<file path="src/rtl/seg_addr_pkg.sv">
package seg_addr_pkg;

   localparam int SEL_W   = 2;
   localparam int NUM_SEG = 4;

   typedef enum logic [SEL_W-1:0] {
      SEG_ES = 2'd0,
      SEG_CS = 2'd1,
      SEG_SS = 2'd2,
      SEG_DS = 2'd3
   } seg_code_e;

endpackage

</file>
<file path="src/rtl/sag_disp_ext.sv">
module sag_disp_ext #(
   parameter int OFS_W   = 16,
   parameter int SHORT_W = 8
) (
   input  logic [OFS_W-1:0] disp_raw,
   input  logic             short_i,
   output logic [OFS_W-1:0] disp_o
);
   localparam int PAD_W = OFS_W - SHORT_W;

   generate
      if (SHORT_W < 1 || SHORT_W >= OFS_W) begin : g_bad_short
         $error("sag_disp_ext: SHORT_W must lie in 1..OFS_W-1");
      end
   endgenerate

   logic [OFS_W-1:0] sext;
   assign sext   = {{PAD_W{disp_raw[SHORT_W-1]}}, disp_raw[SHORT_W-1:0]};
   assign disp_o = short_i ? sext : disp_raw;
endmodule

</file>
<file path="src/rtl/sag_offset_sum.sv">
module sag_offset_sum #(
   parameter int OFS_W   = 16,
   parameter int SHORT_W = 8
) (
   input  logic [OFS_W-1:0] base_val,
   input  logic             base_en,
   input  logic [OFS_W-1:0] index_val,
   input  logic             index_en,
   input  logic [OFS_W-1:0] disp_val,
   input  logic             disp_en,
   input  logic             disp_short,
   output logic [OFS_W-1:0] ea
);
   logic [OFS_W-1:0] disp_x;
   logic [OFS_W-1:0] t_base, t_index, t_disp;

   sag_disp_ext #(.OFS_W(OFS_W), .SHORT_W(SHORT_W)) u_ext (
      .disp_raw (disp_val),
      .short_i  (disp_short),
      .disp_o   (disp_x)
   );

   always_comb begin
      t_base  = base_en  ? base_val  : '0;
      t_index = index_en ? index_val : '0;
      t_disp  = disp_en  ? disp_x    : '0;
      ea      = t_base + t_index + t_disp;   // wraps at OFS_W bits
   end
endmodule

</file>
<file path="src/rtl/sag_seg_select.sv">
module sag_seg_select
   import seg_addr_pkg::*;
#(
   parameter int SEG_W = 16
) (
   input  logic [NUM_SEG-1:0][SEG_W-1:0] seg_bank,
   input  logic                          base_en,
   input  logic                          base_is_bp,
   input  logic                          ovr_en,
   input  logic [SEL_W-1:0]              ovr_code,
   output logic [SEL_W-1:0]              code_o,
   output logic [SEG_W-1:0]              seg_o
);
   seg_code_e        dflt;
   logic [NUM_SEG-1:0] hit;

   always_comb begin
      dflt   = (base_en && base_is_bp) ? SEG_SS : SEG_DS;
      code_o = ovr_en ? ovr_code : dflt;
   end

   generate
      for (genvar g = 0; g < NUM_SEG; g++) begin : g_hit
         assign hit[g] = (code_o == SEL_W'(g));
      end
   endgenerate

   always_comb begin
      seg_o = '0;
      for (int k = 0; k < NUM_SEG; k++) begin
         seg_o = seg_o | (seg_bank[k] & {SEG_W{hit[k]}});
      end
   end
endmodule

</file>
<file path="src/rtl/seg_addr_gen.sv">
module seg_addr_gen
   import seg_addr_pkg::*;
#(
   parameter int SEG_W   = 16,
   parameter int OFS_W   = 16,
   parameter int SHIFT   = 4,
   parameter int SHORT_W = 8
) (
   input  logic                   clk,
   input  logic                   rst_n,
   input  logic                   req_valid,
   input  logic [SEG_W-1:0]       seg_cs,
   input  logic [SEG_W-1:0]       seg_ds,
   input  logic [SEG_W-1:0]       seg_ss,
   input  logic [SEG_W-1:0]       seg_es,
   input  logic [OFS_W-1:0]       base_val,
   input  logic                   base_en,
   input  logic                   base_is_bp,
   input  logic [OFS_W-1:0]       index_val,
   input  logic                   index_en,
   input  logic [OFS_W-1:0]       disp_val,
   input  logic                   disp_en,
   input  logic                   disp_short,
   input  logic                   ovr_en,
   input  logic [SEL_W-1:0]       ovr_code,
   output logic                   out_valid,
   output logic [SEG_W+SHIFT-1:0] phys_addr,
   output logic [OFS_W-1:0]       eff_addr,
   output logic [SEL_W-1:0]       seg_code
);
   localparam int PA_W  = SEG_W + SHIFT;
   localparam int EXT_W = PA_W - OFS_W;

   generate
      if (SHIFT < 1) begin : g_bad_shift
         $error("seg_addr_gen: SHIFT must be at least 1");
      end
      if (OFS_W >= PA_W) begin : g_bad_ofs
         $error("seg_addr_gen: OFS_W must be narrower than SEG_W+SHIFT");
      end
   endgenerate

   logic [OFS_W-1:0]                ea_nx;
   logic [SEL_W-1:0]                code_nx;
   logic [SEG_W-1:0]                seg_nx;
   logic [PA_W-1:0]                 phys_nx;
   logic [NUM_SEG-1:0][SEG_W-1:0]   bank;

   always_comb begin
      bank[SEG_ES] = seg_es;
      bank[SEG_CS] = seg_cs;
      bank[SEG_SS] = seg_ss;
      bank[SEG_DS] = seg_ds;
   end

   sag_offset_sum #(.OFS_W(OFS_W), .SHORT_W(SHORT_W)) u_sum (
      .base_val   (base_val),
      .base_en    (base_en),
      .index_val  (index_val),
      .index_en   (index_en),
      .disp_val   (disp_val),
      .disp_en    (disp_en),
      .disp_short (disp_short),
      .ea         (ea_nx)
   );

   sag_seg_select #(.SEG_W(SEG_W)) u_sel (
      .seg_bank   (bank),
      .base_en    (base_en),
      .base_is_bp (base_is_bp),
      .ovr_en     (ovr_en),
      .ovr_code   (ovr_code),
      .code_o     (code_nx),
      .seg_o      (seg_nx)
   );

   // shifted segment plus zero-extended offset; carry out of PA_W is dropped
   assign phys_nx = {seg_nx, {SHIFT{1'b0}}} + {{EXT_W{1'b0}}, ea_nx};

   always_ff @(posedge clk) begin
      if (!rst_n) begin
         out_valid <= 1'b0;
         phys_addr <= '0;
         eff_addr  <= '0;
         seg_code  <= '0;
      end else begin
         out_valid <= req_valid;
         if (req_valid) begin
            phys_addr <= phys_nx;
            eff_addr  <= ea_nx;
            seg_code  <= code_nx;
         end
      end
   end

   AST_VALID_AFTER_REQ: assert property (@(posedge clk) disable iff (!rst_n)
      req_valid |=> out_valid);
   AST_NO_VALID_IDLE: assert property (@(posedge clk) disable iff (!rst_n)
      !req_valid |=> !out_valid);
   AST_HOLD_IDLE: assert property (@(posedge clk) disable iff (!rst_n)
      !req_valid |=> ($stable(phys_addr) && $stable(eff_addr) && $stable(seg_code)));
   AST_BP_TO_SS: assert property (@(posedge clk) disable iff (!rst_n)
      (req_valid && !ovr_en && base_en && base_is_bp) |=> (seg_code == SEG_SS));
   AST_PLAIN_TO_DS: assert property (@(posedge clk) disable iff (!rst_n)
      (req_valid && !ovr_en && !(base_en && base_is_bp)) |=> (seg_code == SEG_DS));
   AST_OVR_WINS: assert property (@(posedge clk) disable iff (!rst_n)
      (req_valid && ovr_en) |=> (seg_code == $past(ovr_code)));
   AST_LOW_NIBBLE: assert property (@(posedge clk) disable iff (!rst_n)
      out_valid |-> (phys_addr[SHIFT-1:0] == eff_addr[SHIFT-1:0]));
endmodule

</file>
<file path="config.mk">
export PLATFORM = sky130hd
export DESIGN_NAME = seg_addr_gen
export DESIGN_NICKNAME = d
export VERILOG_FILES = /design/src/rtl/seg_addr_pkg.sv /design/src/rtl/sag_disp_ext.sv /design/src/rtl/sag_offset_sum.sv /design/src/rtl/sag_seg_select.sv /design/src/rtl/seg_addr_gen.sv
export SDC_FILE = /design/constraint.sdc
export NUM_CORES = 1
export LEC_CHECK = 0
export ABC_AREA = 1
export BUFFER_PORTS_ARGS = -buffer_cell sky130_fd_sc_hd__buf_4
export CORE_MARGIN = 2
export CORE_UTILIZATION = 35
export DETAILED_ROUTE_END_ITERATION = 8
export SYNTH_ARGS = -nofsm -noshare
export SYNTH_HDL_FRONTEND = slang
export SYNTH_SLANG_ARGS = --single-unit
</file>
<file path="constraint.sdc">
create_clock -name clk -period 10.7 [get_ports clk]
set_clock_uncertainty 0.15 [all_clocks]
set_input_delay 2.14 -clock clk [delete_from_list [all_inputs] [get_ports clk]]
set_output_delay 2.14 -clock clk [all_outputs]
set_load 0.01 [all_outputs]
</file>
==> impl_metrics.ini, run 1 <==
[layout]
drive_gt1_frac = 0.2418
ff_latch_area_sq_um = 700.7
final_cell_mix = nand2_1 (185), buf_4 (161), inv_1 (110)
final_util = 0.4927
nNetsFinal = 958
diodes = 0
stdcell_area_sq_um = 5411
fillers = 1204
multi_input_area_sq_um = 2738
layout_commonest_cell = nand2_1
syn_to_final_growth_pct = 36.01

[power_and_ir_drop]
irDropWorstVdd_mv = 0.07337
pwr_density_cell_nw_per_um2 = 129.0
p_leak_nw = 3.191
p_total_w = 0.0006978

[route]
drt-vias-per-instance = 4.676
dr.pass1.iters = 4
avgRoutedWirePerCell_um = 12.97
num_vias = 4367
ant_nets = 0
drcViolationCount = 0
wl_um = 12120
drt-initial-drc-count = 170

[sta]
drv_slew = 0
finalWorstSetupSlack_ns = 4.719
tns_ns = 0
timing.final.crit_share = 0.5589
finalHoldViolations = 0
worstMarginPinSlew_ns = 0.6671
max_slew_margin = 0.5548
max_freq_ghz = 0.1672
rsz0062_at_grt = no
setup_viol = 0
period_needed_ns = 5.981

[setup_path]
worstPathArrival_ns = 6.01
reg2reg_to = eff_addr[14]
critical_path_class = in2reg
r2r_setup_slack_ns = 9.78
reg2reg_depth = 4
crit_path_start = base_en
r2r-start = eff_addr[14]
crit_fanout = 17
start_kind = input port
end_kind = register
critPathRequiredTime_ns = 10.73

[logic_synthesis]
synth_top_family_by_area = simple AND/OR/NAND/NOR gates
synth_area_sq_um = 3979
ys_ff_latch = 35
synthSimpleGateAreaFrac = 0.3695
synth.distinct_cells = 33
synth_adder_area_share = 0.1642
synth_fp_nets = 814
ys_warn_count = 0
synth_compound_gate_area_share = 0.1126
synth-xor-area-share = 0.04182
synth.area.mux_share = 0
seq_area_frac_synth = 0.1761
synth.avg_cell_area_sq_um = 6.131
synthCells = 649

[global_routing]
grt_pass1_wl_um = 20320
grt_start_max_net_pins = 45
grt-ovfl-total = 0
antenna_found_initial = 0
grt_pass1_vias = 4285
grt_use_total = 0.1986

[clock_network]
hold_buffers = 0
htree_levels = 2
clk_pin_slew_worst_paths_ns = 0.06
clock_path_buffers = 2
cts_buffers = 5
clock_sink_count = 35
cts_root_buf = clkbuf_16
cts_setup_buffers = 0
tritoncts = yes
clk_latency_ns = 0.29
cts_repair_resize_count = 0

[floorplan]
ios = 162
die-area_sq_um = 12240
row_count = 38
core_area_sq_um = 10980
die_w_um = 110.6
start_util = 0.3623
die_y_um = 110.6

[hold_path]
whs_endpoint = eff_addr[10]
holdCritStartpoint = eff_addr[10]
min_delay_path_depth = 2
hold_path.class = reg2reg

[outcome]
outcome = finished clean

[placement]
port-buffer-count = 161
dp_hpwl_um = 10160
postPlaceCellArea_sq_um = 5243
gp_congestion = 0.8659
post-place-ws_ns = 4.398

[run]
drv_cap = 0
## critical path: stages
cell	delay, ns
buf_4	0.20
nand2_1	0.11
fa_1	0.48
inv_1	0.06
ha_1	0.18
inv_1	0.07
fa_1	0.46
inv_1	0.12
nand3_1	0.07
nand3_1	0.14
xor2_1	0.43
ha_1	0.31
nand3_1	0.07
nand2_1	0.09
a31oi_1	0.22
nor2_1	0.07
nand3_1	0.09
nand2_1	0.08
nand2_1	0.12
nand3_2	0.11
nand2_1	0.10
nand2_1	0.06
nand2_1	0.05
nand3_1	0.06
nand2_1	0.08
inv_1	0.03
## logic make-up (layout without fill, tap and decap cells)
kind of cell	Yosys count	count (layout)
buffers and inverters	136	281
AOI/OAI and AO/OA	79	79
adders and majority gates	42	42
xor gates and xnor gates	19	19
and+or+nand+nor	338	338
DFF	35	35
## worst max path at each step
| stage | to | slack [ns] | depth (start not counted) |
|---|---|---|---|
| CTS | phys_addr[17] | 4.70 | 26 |
| global route | phys_addr[19] | 4.26 | 26 |
| global placement | phys_addr[18] | 4.45 | 24 |
| floorplan | phys_addr[18] | 4.74 | 25 |
| finish | phys_addr[17] | 4.72 | 26 |
| detailed placement | phys_addr[17] | 4.40 | 26 |
## cell usage after synthesis (all sizes together)
| master | instances | area share |
|---|---|---|
| nand2 | 189 | 0.18 |
| inv | 111 | 0.10 |
| nor2 | 76 | 0.075 |
| nand3 | 57 | 0.084 |
| dfxtp | 35 | 0.18 |
| o21ai | 33 | 0.042 |
| a21oi | 25 | 0.032 |
| ha | 25 | 0.079 |
| fa | 17 | 0.086 |
| clkbuf | 14 | 0.013 |
| a22oi | 13 | 0.025 |
| buf | 10 | 0.017 |
| xnor2 | 10 | 0.022 |
| nand4 | 9 | 0.014 |
| xor2 | 9 | 0.020 |
| a31oi | 4 | 0.0063 |
| nand3b | 3 | 0.0088 |
| o21bai | 2 | 0.0038 |
| or2 | 2 | 0.0031 |
| a221oi | 1 | 0.0022 |
| and2 | 1 | 0.0022 |
| clkinv | 1 | 0.00094 |
| nor3 | 1 | 0.0013 |
| o211ai | 1 | 0.0019 |
## state kept, by name, indices dropped and copies added (netlist names)
| signal | cells |
|---|---|
| phys_addr | 20 |
| out_valid | 1 |
| eff_addr | 12 |
| seg_code | 2 |
## stage by stage
stage          hold slack (ns)  cells
2_1_floorplan           0.3599    649
3_3_place_gp            0.3322    926
3_5_place_dp            0.3394    926
4_1_cts                 0.3566    934
5_1_grt                 0.3837    934
6_report                0.3508    934
## layout make-up
class                           instances  share of cell area
Clock buffer                            5             0.02312
Clock inverter                          3            0.008092
Inverter                              112             0.07769
Multi-Input combinational cell        478              0.5059
Sequential cell                        35              0.1295
Tap cell                              140             0.03237
Timing Repair Buffer                  161              0.2234
## power breakdown
| group | internal [W] | switching [W] |
|---|---|---|
| sequential | 0.000150 | 0.0000114 |
| combinational | 0.000158 | 0.000211 |
| clock | 0.000110 | 0.0000583 |
| total | 0.000418 | 0.000280 |
## metal layers
layer / part of all wire / global-route usage / wire, um
met5: 0 / 0 / 0
met4: 0.016 / 0.05250 / 188
met3: 0.042 / 0.02689 / 508
met2: 0.47 / 0.3407 / 5665
met1: 0.47 / 0.2621 / 5753
No activity file was read; power rests on OpenSTA's default activity.
==> run 2: changes to the inputs <==
- ABC_AREA: 1 -> 0
- clock period: 10.7 -> 6.05 ns (I/O delays scaled with it)
==> impl_metrics.ini, run 2 <==
[logic_synthesis]
async_flop_share = 0
synth_area_sq_um = 3918
ys.flop_type = dfxtp_1
ys_warn_count = 0
synth_area_leaders = dfxtp_1 (18%), fa_1 (8.7%), mux2i_1 (8.4%)
ys_ff_latch = 35
synth.distinct_cells = 70
synth_edf_count = 0
synth_area_leader_cell = dfxtp_1
yosysTopAreaCellShare = 0.1789
synthCells = 480
seq_area_frac_synth = 0.1789
synth_fp_nets = 645
synth.avg_cell_area_sq_um = 8.161
synth_commonest_cells = nand2_1 (58), inv_1 (40), dfxtp_1 (35)
synth.most_common_cell = nand2_1

[hold_path]
hold_path.class = reg2reg
min_delay_path_depth = 2

[sta]
setup_viol = 0
worstMarginPinSlew_ns = 0.6527
finalHoldViolations = 0
timing.final.crit_share = 0.9258
finalWorstSetupSlack_ns = 0.4487
period_needed_ns = 5.601
drv_slew = 0
max_freq_ghz = 0.1785
rsz0062_at_grt = no
max_slew_margin = 0.5648

[clock_network]
cts_root_buf = clkbuf_8
clock_path_buffers = 2
tritoncts = yes
cts_buffers = 5
clk_pin_slew_worst_paths_ns = 0.08
clk_latency_ns = 0.29
htree_levels = 2
hold_buffers = 0
clock_sink_count = 35

[setup_path]
start_kind = input port
reg2reg_depth = 2
r2r_setup_slack_ns = 5.09
critical_path_class = in2reg
crit_fanout = 18
critPathRequiredTime_ns = 6.08
worstPathArrival_ns = 5.64
end_kind = register

[global_routing]
grt_pass1_vias = 3701
antenna_found_initial = 0
grt-ovfl-total = 0
grt_start_max_net_pins = 37
grt_use_total = 0.1760
grt_pass1_wl_um = 17050

[layout]
syn_to_final_growth_pct = 35.90
fin_cells = 767
diodes = 0
reg.largest.list = phys_addr (20), eff_addr (12), seg_code (2)
fillers = 1070
layout_commonest_cell = buf_4
nNetsFinal = 791
final_cell_mix = buf_4 (166), nand2_1 (58), inv_1 (40)
final_util = 0.4890
largest_reg_flops = 20
drive_gt1_frac = 0.3222
top_register = phys_addr

[floorplan]
die-area_sq_um = 12050
row_count = 38
die_y_um = 109.8
start_util = 0.3598
die_w_um = 109.8
core_area_sq_um = 10890
ios = 162

[placement]
dp_hpwl_um = 8969
post-place-ws_ns = -0.02528
post-place-cells = 757
port-buffer-count = 161
gp_congestion = 0.7616

[power_and_ir_drop]
combPwrFrac = 0.610
p_clk_frac = 0.143
irDropWorstVdd_mv = 0.1310
p_int_w = 0.0007094
switching_share = 0.4120
pwr_density_cell_nw_per_um2 = 226.6
p_switching_w = 0.0004970
p_total_w = 0.001206
sequentialPowerShare = 0.247
p_leak_nw = 2.665

[route]
avgRoutedWirePerCell_um = 14.10
num_vias = 3845
drcViolationCount = 0
dr.pass1.iters = 4
drt-vias-per-instance = 5.013
ant_nets = 0
wl_um = 10810
drt-initial-drc-count = 124

[run]
drv_cap = 0

[outcome]
outcome = finished clean
-- run 2: changes by cell type after synthesis, moves of 7 or more --
| cell | previous run | this run |
|---|---|---|
| nand4_1 | 9 | 2 |
| nand3_2 | 10 | 0 |
| a21oi_1 | 24 | 16 |
| nand3_1 | 47 | 8 |
| and2_1 | 0 | 8 |
| nor3_1 | 1 | 8 |
| nor2b_1 | 0 | 33 |
| mux2i_1 | 0 | 33 |
| inv_1 | 110 | 40 |
| nor2_1 | 73 | 18 |
| nand2_1 | 185 | 58 |
-- run 2: worst paths after layout --
kind / start / to
min: phys_addr[14] / phys_addr[14]
min reg2reg: phys_addr[14] / phys_addr[14]
max: base_en / phys_addr[19]
max reg2reg: phys_addr[11] / phys_addr[11]
-- run 2: layout make-up --
cell class / instances / area, sq um / area share
tap: 140 / 175.2 / 0.03290
inverter: 41 / 153.9 / 0.02891
clock buffer: 5 / 68.82 / 0.01293
sequential: 35 / 700.7 / 0.1316
clock inverter: 3 / 20.02 / 0.003760
multi-input combinational: 377 / 2959 / 0.5558
timing repair buffer: 166 / 1246 / 0.2341
-- run 2: per-layer routing --
layer,routed length (um),track usage,up-vias,share of wire
met5,0,0,-,0
met4,98,0.03526,0,0.0091
met2,5136,0.3107,119,0.48
met1,4884,0.2278,1747,0.45
li1,-,-,1971,-
met3,691,0.02430,8,0.064
-- run 2: power groups by stage --
stage / logic [W] / registers [W] / clock network (W)
2_1_floorplan: 0.000469 / 0.000318 / 0
4_1_cts: 0.000725 / 0.000299 / 0.000176
3_5_place_dp: 0.000719 / 0.000304 / 0
3_3_place_gp: 0.000707 / 0.000302 / 0
6_report: 0.000736 / 0.000298 / 0.000172
5_1_grt: 0.000823 / 0.000303 / 0.000188
-- run 2: logic make-up (layout without fill, tap and decap cells) --
logic type / count (synthesis) / count (layout) / share of synthesized area
compound gates: 118 / 118 / 0.2300
xor+xnor: 21 / 21 / 0.04695
buf+inv: 68 / 215 / 0.07026
flops: 35 / 35 / 0.1789
mux: 35 / 35 / 0.09294
fa+ha+maj: 43 / 43 / 0.1696
simple gates: 160 / 160 / 0.2114
-- run 2: timing repair --
| item | CTS | global route |
|---|---|---|
| resized for setup | 0 | 4 |
| setup endpoints to repair | 0 | 4 |
| buffers inserted | 0 | 2 |
-- run 2: through the flow --
stage                     TNS (ns)  area (sq um)  hold WS [ns]
after floorplan                  0          3918        0.3327
after global placement           0          5202        0.2994
after detailed placement  -0.04742          5202        0.3159
after CTS                        0          5291        0.3338
after global routing             0          5324        0.3604
final                            0          5324        0.3316
-- run 2: critical path, stage by stage --
cell,delay [ns]
buf_4,0.21
nand2_1,0.12
fa_1,0.49
inv_1,0.07
ha_1,0.15
inv_1,0.06
fa_1,0.44
nor2b_2,0.19
o2111ai_1,0.15
nand2_1,0.11
nor2_1,0.05
xnor2_1,0.15
ha_1,0.38
nand2_1,0.06
o21ai_0,0.25
o31ai_1,0.14
a211oi_1,0.24
a211o_1,0.20
a31oi_4,0.13
o41ai_4,0.38
a211oi_1,0.12
a311o_1,0.33
==> run 3: changes to the inputs <==
- BUFFER_PORTS_ARGS: -buffer_cell sky130_fd_sc_hd__buf_4 -> not set
- CELL_PAD_IN_SITES_DETAIL_PLACEMENT: not set -> 0
- CELL_PAD_IN_SITES_GLOBAL_PLACEMENT: not set -> 1
- DONT_BUFFER_PORTS: not set -> 1
- PLACE_DENSITY_LB_ADDON: not set -> 0.1
==> impl_metrics.ini, run 3 (synthesis results as in run 2) <==
[outcome]
outcome = finished clean

[global_routing]
grt_use_total = 0.1602
grt-ovfl-total = 0
grt_pass1_wl_um = 15210
grt_pass1_vias = 3068
antenna_found_initial = 0
grt_start_max_net_pins = 37

[layout]
fillers = 1148
layout_commonest_cell = nand2_1
stdcell_area_sq_um = 4068
final_util = 0.3736
final_cell_mix = nand2_1 (58), inv_1 (40), dfxtp_1 (35)
drive_gt1_frac = 0.07359
diodes = 0
top_register = phys_addr
largest_reg_flops = 20
syn_to_final_growth_pct = 3.833
nNetsFinal = 626
reg.largest.list = phys_addr (20), eff_addr (12), seg_code (2)

[sta]
holdWs_ns = 0.3719
period_needed_ns = 5.504
worstMarginPinSlew_ns = 0.7185
finalHoldViolations = 0
drv_slew = 0
setup_viol = 0
timing.final.crit_share = 0.9097
max_freq_ghz = 0.1817
max_slew_margin = 0.5210
tns_ns = 0
rsz0062_at_grt = no

[setup_path]
r2r-start = phys_addr[11]
r2r_setup_slack_ns = 5.04
critPathRequiredTime_ns = 6.08
worstPathArrival_ns = 5.54
critical_path_class = in2reg
crit_path_start = base_en
cp-endpoint = phys_addr[15]
start_kind = input port
reg2reg_to = phys_addr[11]
reg2reg_depth = 2
end_kind = register
crit_fanout = 18

[clock_network]
clock_sink_count = 35
cts_setup_buffers = 0
clk_latency_ns = 0.29
htree_levels = 2
cts_root_buf = clkbuf_8
clock_path_buffers = 2
cts_buffers = 5
cts_repair_resize_count = 0
clk_pin_slew_worst_paths_ns = 0.07
hold_buffers = 0
tritoncts = yes

[power_and_ir_drop]
pwr_density_cell_nw_per_um2 = 257.6
p_total_w = 0.001048
p_leak_nw = 1.846
irDropWorstVdd_mv = 0.08739

[placement]
gp_congestion = 0.7214
dp_hpwl_um = 8008
postPlaceCellArea_sq_um = 3979
port-buffer-count = 0

[route]
avgRoutedWirePerCell_um = 16.04
drt-initial-drc-count = 112
wl_met3_um = 518
ant_nets = 0
dr.pass1.iters = 4
num_vias = 3189
drt-vias-per-instance = 5.297
maxUsedRoutingLayer = met4
wl_met1_um = 4424
wl_met2_um = 4628
wl_um = 9657
drcViolationCount = 0

[floorplan]
die_w_um = 109.8
start_util = 0.3598
die_y_um = 109.8
core_area_sq_um = 10890
row_count = 38
die-area_sq_um = 12050
ios = 162

[hold_path]
hold_path.class = reg2reg
min_delay_path_depth = 2

[run]
drv_cap = 0
-- run 3: cell count changes in the layout (fill, tap and decap cells not counted) --
cell,change
o311ai_2,-1
nor2b_1,+1
buf_4,-165
xnor2_1,+1
nor2b_2,-1
o311ai_0,+1
xnor2_2,-1
-- run 3: worst max-delay path, stage by stage --
cell and delay (ns):
nand2_1 0.06, fa_1 0.47, inv_1 0.07, ha_1 0.15, inv_1 0.06, fa_1 0.42, nor2b_1 0.22, o21a_1 0.14
nor2_1 0.05, xnor2_1 0.35, ha_1 0.31, a21oi_1 0.16, o21ai_0 0.20, o31ai_1 0.37, nor2_1 0.08, a211o_1 0.36
a31oi_4 0.26, o31ai_2 0.10, and4b_1 0.20, a311o_1 0.30
-- run 3: cell type report --
| type | instances | area [sq um] | share of cell area |
|---|---|---|---|
| Clock buffer | 5 | 68.82 | 0.01692 |
| Clock inverter | 3 | 20.02 | 0.004922 |
| Inverter | 41 | 153.9 | 0.03783 |
| Multi-Input combinational cell | 377 | 2942 | 0.7232 |
| Sequential cell | 35 | 700.7 | 0.1723 |
| Tap cell | 140 | 175.2 | 0.04306 |
| Timing Repair Buffer | 1 | 7.507 | 0.001846 |
-- run 3: worst min-delay path by stage --
stage                              from       endpoint
final                     phys_addr[18]  phys_addr[18]
after detailed placement  phys_addr[18]  phys_addr[18]
after global placement    phys_addr[14]  phys_addr[14]
after floorplan           phys_addr[18]  phys_addr[18]
after global routing      phys_addr[18]  phys_addr[18]
after CTS                 phys_addr[18]  phys_addr[18]
-- run 3: where the power goes --
group / switching (W) / internal (W)
registers: 0.0000526 / 0.000273
clock network: 0.0000910 / 0.0000801
logic: 0.000308 / 0.000243
-- run 3: through the flow --
| step | worst slack (ns) | cells |
|---|---|---|
| detailed placement | 0.2111 | 594 |
| finish | 0.5462 | 602 |
| CTS | 0.5135 | 602 |
| global route | 0.08404 | 602 |
| floorplan | 0.2365 | 480 |
| global placement | 0.3003 | 594 |
-- run 3: routing by layer --
| metal | track usage | vias to the layer above |
|---|---|---|
| met1 | 0.2149 | 1445 |
| met4 | 0.03255 | 0 |
| met3 | 0.02312 | 5 |
| li1 | - | 1641 |
| met2 | 0.2721 | 98 |
| met5 | 0 | - |
